## config.mk

```make
export PLATFORM = sky130hd
export DESIGN_NAME = dbl_doorbell_trig
export DESIGN_NICKNAME = d
export VERILOG_FILES = /design/src/rtl/dbl_pkg.sv /design/src/rtl/dbl_regbank.sv /design/src/rtl/dbl_trig_gate.sv /design/src/rtl/dbl_irq_out.sv /design/src/rtl/dbl_doorbell_trig.sv
export SDC_FILE = /design/constraint.sdc
export NUM_CORES = 1
export LEC_CHECK = 0
export BUFFER_PORTS_ARGS = -buffer_cell sky130_fd_sc_hd__buf_4
export CAP_MARGIN = 20
export CORE_ASPECT_RATIO = 1.75
export CORE_MARGIN = 2
export CORE_UTILIZATION = 29
export CTS_BUF_LIST = sky130_fd_sc_hd__clkbuf_2 sky130_fd_sc_hd__clkbuf_4 sky130_fd_sc_hd__clkbuf_8
export DETAILED_ROUTE_END_ITERATION = 12
export PLACE_DENSITY = 0.62
export SKIP_CTS_REPAIR_TIMING = 1
export SLEW_MARGIN = 20
export SYNTH_ARGS = -nofsm -noshare
export SYNTH_HDL_FRONTEND = slang
export SYNTH_SLANG_ARGS = --single-unit
```

## constraint.sdc

```tcl
create_clock -name clk -period 4.89 [get_ports clk]
set_input_delay 0.978 -clock clk [delete_from_list [all_inputs] [get_ports clk]]
set_output_delay 0.978 -clock clk [all_outputs]
set_load 0.02 [all_outputs]
```

## src/rtl/dbl_pkg.sv

```systemverilog
package dbl_pkg;
  localparam int unsigned BYTES  = 4;
  localparam int unsigned DATA_W = 8 * BYTES;

  // True when the write enables reach at least one doorbell byte.
  function automatic logic touches_doorbell(input logic [BYTES-1:0] be,
                                            input logic [BYTES-1:0] trig_mask);
    return |(be & trig_mask);
  endfunction

  // Interrupt qualification: enabled, not masked, and source-side enable.
  function automatic logic qualify(input logic en_bit, input logic mask_bit,
                                   input logic src_en);
    return en_bit & ~mask_bit & src_en;
  endfunction
endpackage

```

## src/rtl/dbl_regbank.sv

```systemverilog
module dbl_regbank
  import dbl_pkg::*;
#(
  parameter logic [BYTES-1:0] TRIG_MASK = '0,
  parameter logic [BYTES-1:0] RSVD_MASK = '0
) (
  input  logic              clk,
  input  logic              rst,
  input  logic              sel,
  input  logic              wr,
  input  logic [BYTES-1:0]  be,
  input  logic [DATA_W-1:0] wdata,
  output logic [DATA_W-1:0] q,
  output logic              trig_hit
);
  logic wr_hit;
  assign wr_hit   = sel & wr;
  assign trig_hit = wr_hit & touches_doorbell(be, TRIG_MASK);

  for (genvar b = 0; b < BYTES; b++) begin : g_byte
    if (RSVD_MASK[b]) begin : g_rsvd
      assign q[8*b +: 8] = 8'h00;
    end else begin : g_store
      always_ff @(posedge clk) begin
        if (rst)
          q[8*b +: 8] <= 8'h00;
        else if (wr_hit && be[b])
          q[8*b +: 8] <= wdata[8*b +: 8];
      end
    end
  end
endmodule

```

## src/rtl/dbl_trig_gate.sv

```systemverilog
module dbl_trig_gate
  import dbl_pkg::*;
(
  input  logic hit,
  input  logic en_bit,
  input  logic mask_bit,
  input  logic src_en,
  output logic fire
);
  assign fire = hit & qualify(en_bit, mask_bit, src_en);
endmodule

```

## src/rtl/dbl_irq_out.sv

```systemverilog
module dbl_irq_out (
  input  logic clk,
  input  logic rst,
  input  logic fire_any,
  input  logic clr,
  output logic pulse,
  output logic sticky
);
  always_ff @(posedge clk) begin
    if (rst) begin
      pulse  <= 1'b0;
      sticky <= 1'b0;
    end else begin
      pulse <= fire_any;
      if (fire_any)
        sticky <= 1'b1;
      else if (clr)
        sticky <= 1'b0;
    end
  end
endmodule

```

## src/rtl/dbl_doorbell_trig.sv

```systemverilog
module dbl_doorbell_trig
  import dbl_pkg::*;
#(
  parameter int unsigned      ADDR_W   = 6,
  parameter logic [ADDR_W-1:0] EVT_ADDR = 6'h39,
  parameter logic [ADDR_W-1:0] BRT_ADDR = 6'h3D,
  parameter logic [BYTES-1:0]  EVT_TRIG = 4'b0111,
  parameter logic [BYTES-1:0]  EVT_RSVD = 4'b1000,
  parameter logic [BYTES-1:0]  BRT_TRIG = 4'b1000,
  parameter logic [BYTES-1:0]  BRT_RSVD = 4'b0110
) (
  input  logic              clk,
  input  logic              rst,
  input  logic [ADDR_W-1:0] cfg_addr,
  input  logic              cfg_wr,
  input  logic [BYTES-1:0]  cfg_be,
  input  logic [DATA_W-1:0] cfg_wdata,
  output logic [DATA_W-1:0] cfg_rdata,
  input  logic              irq_en_bit,
  input  logic              irq_mask_bit,
  input  logic              pipe_evt_en,
  input  logic              sticky_clr,
  output logic              irq_pulse,
  output logic              irq_sticky
);
  // Named internal events, visible to the bound checker.
  logic              evt_sel, brt_sel;
  logic              evt_hit, brt_hit;
  logic              evt_fire, brt_fire, fire_any;
  logic [DATA_W-1:0] evt_q, brt_q;

  assign evt_sel = (cfg_addr == EVT_ADDR);
  assign brt_sel = (cfg_addr == BRT_ADDR);

  dbl_regbank #(.TRIG_MASK(EVT_TRIG), .RSVD_MASK(EVT_RSVD)) u_evt_reg (
    .clk(clk), .rst(rst), .sel(evt_sel), .wr(cfg_wr), .be(cfg_be),
    .wdata(cfg_wdata), .q(evt_q), .trig_hit(evt_hit)
  );

  dbl_regbank #(.TRIG_MASK(BRT_TRIG), .RSVD_MASK(BRT_RSVD)) u_brt_reg (
    .clk(clk), .rst(rst), .sel(brt_sel), .wr(cfg_wr), .be(cfg_be),
    .wdata(cfg_wdata), .q(brt_q), .trig_hit(brt_hit)
  );

  dbl_trig_gate u_evt_gate (
    .hit(evt_hit), .en_bit(irq_en_bit), .mask_bit(irq_mask_bit),
    .src_en(1'b1), .fire(evt_fire)
  );

  dbl_trig_gate u_brt_gate (
    .hit(brt_hit), .en_bit(irq_en_bit), .mask_bit(irq_mask_bit),
    .src_en(pipe_evt_en), .fire(brt_fire)
  );

  assign fire_any = evt_fire | brt_fire;

  dbl_irq_out u_irq (
    .clk(clk), .rst(rst), .fire_any(fire_any), .clr(sticky_clr),
    .pulse(irq_pulse), .sticky(irq_sticky)
  );

  always_comb begin
    if (evt_sel)      cfg_rdata = evt_q;
    else if (brt_sel) cfg_rdata = brt_q;
    else              cfg_rdata = '0;
  end
endmodule

```

# Word level (Yosys, flattened, before mapping)

Index checks and enable logic that the tools add are counted.

Bitwise gates (word level): 10
Muxes and demuxes: 4
Eq/ne operators: 2
Reduce and logical (&&, ||, !) cells: 7

Operators by type and width:

| operator           | count |
|---|---|
| $mux 32            | 2 |
| $eq 6x6->1 const B | 2 |
| $and 1x1->1        | 8 |
| $logic_and 1x1->1  | 5 |
| $reduce_or 3->1    | 1 |
| $mux 1             | 2 |
| $reduce_bool 2->1  | 1 |
| $not 1->1          | 1 |
| $or 1x1->1         | 1 |

Register bits: 42
Input bits: 49
Output and inout bits: 34

# Longest topological paths before layout

Depth in word-level cells: 6
Gate-level depth with buffers: 4
Mapped depth without buffers: 3

# Hierarchy

A second synthesis with hierarchy kept.

Cell total of the unflattened synthesis: 294
Area, all modules: 3124.2 µm²

By module, submodules not included:

| module                  | seq. area each (µm²) | cells each | area each (µm²) | instances |
|---|---|---|---|---|
| dbl_regbank (u_evt_reg) | 480.5                | 117        | 1383.8          | 1 |
| dbl_regbank (u_brt_reg) | 320.3                | 88         | 855.8           | 1 |
| dbl_doorbell_trig       | 0.0                  | 81         | 802.0           | 1 |
| dbl_irq_out             | 40.0                 | 6          | 62.6            | 1 |
| dbl_trig_gate           | 0.0                  | 1          | 10.0            | 2 |

# Worst setup path after synthesis

OpenSTA, ideal clock, no wires.

Kind: input to output
Start point: in cfg_addr[1]
End point: out cfg_rdata[6]
Cell stages on the path: 4
Arrival time: 2.071 ns
Slack: 1.841 ns
Data required time: 3.912 ns
Cell sequence: nand4b_4 -> nor2_1 -> clkbuf_1 -> a22o_1

Cells in the longest elaborated chain, start to end: 3

RTL lines:

| item               | line                    | text |
|---|---|---|
| start: declaration | dbl_doorbell_trig.sv:14 | `input logic [ADDR_W-1:0] cfg_addr,` |
| $eq 6x6->1         | dbl_doorbell_trig.sv:33 | `assign brt_sel = (cfg_addr == BRT_ADDR);` |
| $mux 32            | dbl_doorbell_trig.sv:64 | `else if (brt_sel) cfg_rdata = brt_q;` |
| $mux 32 *          | dbl_doorbell_trig.sv:63 | `if (evt_sel) cfg_rdata = evt_q;` |
| end: declaration   | dbl_doorbell_trig.sv:18 | `output logic [DATA_W-1:0] cfg_rdata,` |

Mark *: on every way between the ends. The rest lies on a longest branch, timed or not.

# Worst setup path in the final report

Start point: in cfg_addr[2]
End point: out cfg_rdata[2]

The elaborated chain is that of the path after synthesis.

==> results.txt <==
Status -> finished, final reports clean
Setup WS pre-CTS -> 1.20 ns
FFs w/ async S/R, synth -> 0%
DR pass1 iterations -> 4
Post-layout minimum cycle time -> 3.62 ns
Clk pin slew, worst setup/hold paths -> 0.07 ns
Core region area -> 7230 um2
Leak -> 1.27 nW
Hold Vio Cnt, Final -> 0
Initial antenna violation count -> 0
Total die area -> 8190 um2
Final Cycle Share -> 74.0%
CP required -> 3.91 ns
Reg-to-reg slack, setup -> 4.12 ns
Gr ovfl total -> 0
# fillers -> 749
TritonCTS Buffers -> 5
IO Pins -> 83
Final GP Congestion -> 0.803
Synthesized area -> 2160 um2
Count of cell types in the netlist -> 21
Ratio of cells with drive above 1 in the final layout -> 35.6%
Setup Viol. Count Final -> 0
Chip Height -> 118 um
Cells after Synth -> 220
Sequential fraction of the synthesis area -> 38.9%
Cell area power density -> 235 nW/um2
RSZ-0062 raised after global routing -> false
Later-pin clock latency in the skew report -> 0.30 ns
WL/cell -> 13.2 um
Slew at the pin with the worst max-slew slack -> 1.00 ns
Max_cap viols -> 0
WS Path Type -> in2out
Skew final -> 0 ns
Largest net degree at the start of global routing -> 75
Syn Nets -> 269
Area Growth Syn to Fin -> 36.3%
CP max FO -> 24
Drt total wl -> 5060 um
Sum Neg Setup Slack -> 0 ns
Vias per cell -> 4.54
DRC -> 0
Final hold slack -> 0.469 ns
Worst Setup End Kind -> primary output
Antenna Cells -> 0
Clock Sinks -> 42
Slew margin rel. -> 32.9%
Initial Utilization -> 29.9%
Worst EP arrival -> 2.64 ns
CTS H-Tree Depth -> 2
Post-route cell area -> 2950 um2
DRT iter0 DRCs -> 75
Port bufs -> 82
Fin nets -> 346
Commonest non-fill, non-tap cell in the layout -> buf_4
Yosys warns -> 0
CTS tree -> built
Ys flop type -> dfxtp_1
ANT nets after route -> 0
Final WS setup -> 1.27 ns
EDFF count, synth -> 0
Clock Path Buffers -> 2
Most frequent cells in the layout -> buf_4, nand2b_1, dfxtp_1
Synth Area per Inst -> 9.83 um2
Post-DP HPWL -> 3630 um
Global-route wire length before repair -> 8400 um
Pwr Total -> 0.692 mW
Vias -> 1742
Chip width -> 69.3 um
Maximum VDD drop -> 0.000110 V
Synthesized flop and latch total -> 42
Post-DP Area -> 2830 um2
Root buffer cell -> clkbuf_8
All-Layer GR Usage -> 12.9%
Row cnt -> 41
Max Fclk -> 277 MHz
Vias in the first global route -> 1801
Hold WC Path Type -> reg2reg
Max Slew Vio Count -> 0
Startpoint types -> input port
-- power by group --
part / switching (mW) / internal (mW) / leakage [nW]
sequential: 0.000350 / 0.342 / 0.338
combinational: 0.0251 / 0.0393 / 0.877
clock: 0.120 / 0.164 / 0.0593
total: 0.146 / 0.546 / 1.27
-- sequential cells by signal (all words and copies together) (netlist names) --
register,count
u_irq.sticky,1
u_evt_reg.q,24
u_irq.pulse,1
u_brt_reg.q,16
-- worst max-delay path, cell delays in order --
cell      delay [ns]
buf_4           0.11
nand2b_1        0.28
nor2_2          0.81
a22o_1          0.30
buf_4           0.15
-- cells in the mapped netlist (2+ instances only) --
master	count	area [um2]
a22o_1	8	70.1
nand2b_1	73	457
clkbuf_1	10	37.5
nor2_1	2	7.51
and2_1	16	100
nand2_1	6	22.5
mux2i_1	40	400
and2_2	8	60.1
nor3_4	4	65.1
dfxtp_1	42	841
-- logic make-up after synthesis --
kind of cell	after synthesis	synth area share (%)
muxes	40	18.5
and+or+nand+nor	116	36.2
DFF	42	38.9
AOI/OAI and AO/OA	10	3.94
buffers and inverters	12	2.49
-- worst paths after layout --
kind                                 from                           end  cells past startpoint
max                           cfg_addr[2]                  cfg_rdata[2]                      5
min          u_evt_reg.q[11]$_SDFFE_PP0P_  u_evt_reg.q[11]$_SDFFE_PP0P_                      2
max reg2reg     u_irq.sticky$_SDFFE_PP0P_     u_irq.sticky$_SDFFE_PP0P_                      2
min reg2reg  u_evt_reg.q[11]$_SDFFE_PP0P_  u_evt_reg.q[11]$_SDFFE_PP0P_                      2
-- final cells by class --
cell class                 count  area (um2)  area share, %
clock buffer                   7        83.8           2.84
sequential                    42         841           28.5
timing repair buffer          82         616           20.9
clock inverter                 1        30.0           1.02
tap                           86         108           3.65
multi-input combinational    166        1270           43.1
-- metal layers --
| metal | part of all wire (%) | track usage [%] |
|---|---|---|
| met2 | 52 | 22.7 |
| met5 | 0 | 0 |
| met1 | 38 | 13.7 |
| met4 | 2.8 | 6.86 |
| met3 | 6.8 | 3.58 |
-- through the flow --
| stage | utilization [%] | std cells |
|---|---|---|
| 6_report | 40.8 | 384 |
| 5_1_grt | 40.8 | 384 |
| 4_1_cts | 40.8 | 384 |
| 3_5_place_dp | 39.2 | 376 |
| 3_3_place_gp | 39.2 | 376 |
| 2_1_floorplan | - | 220 |
(Power assumes the default switching activity.)
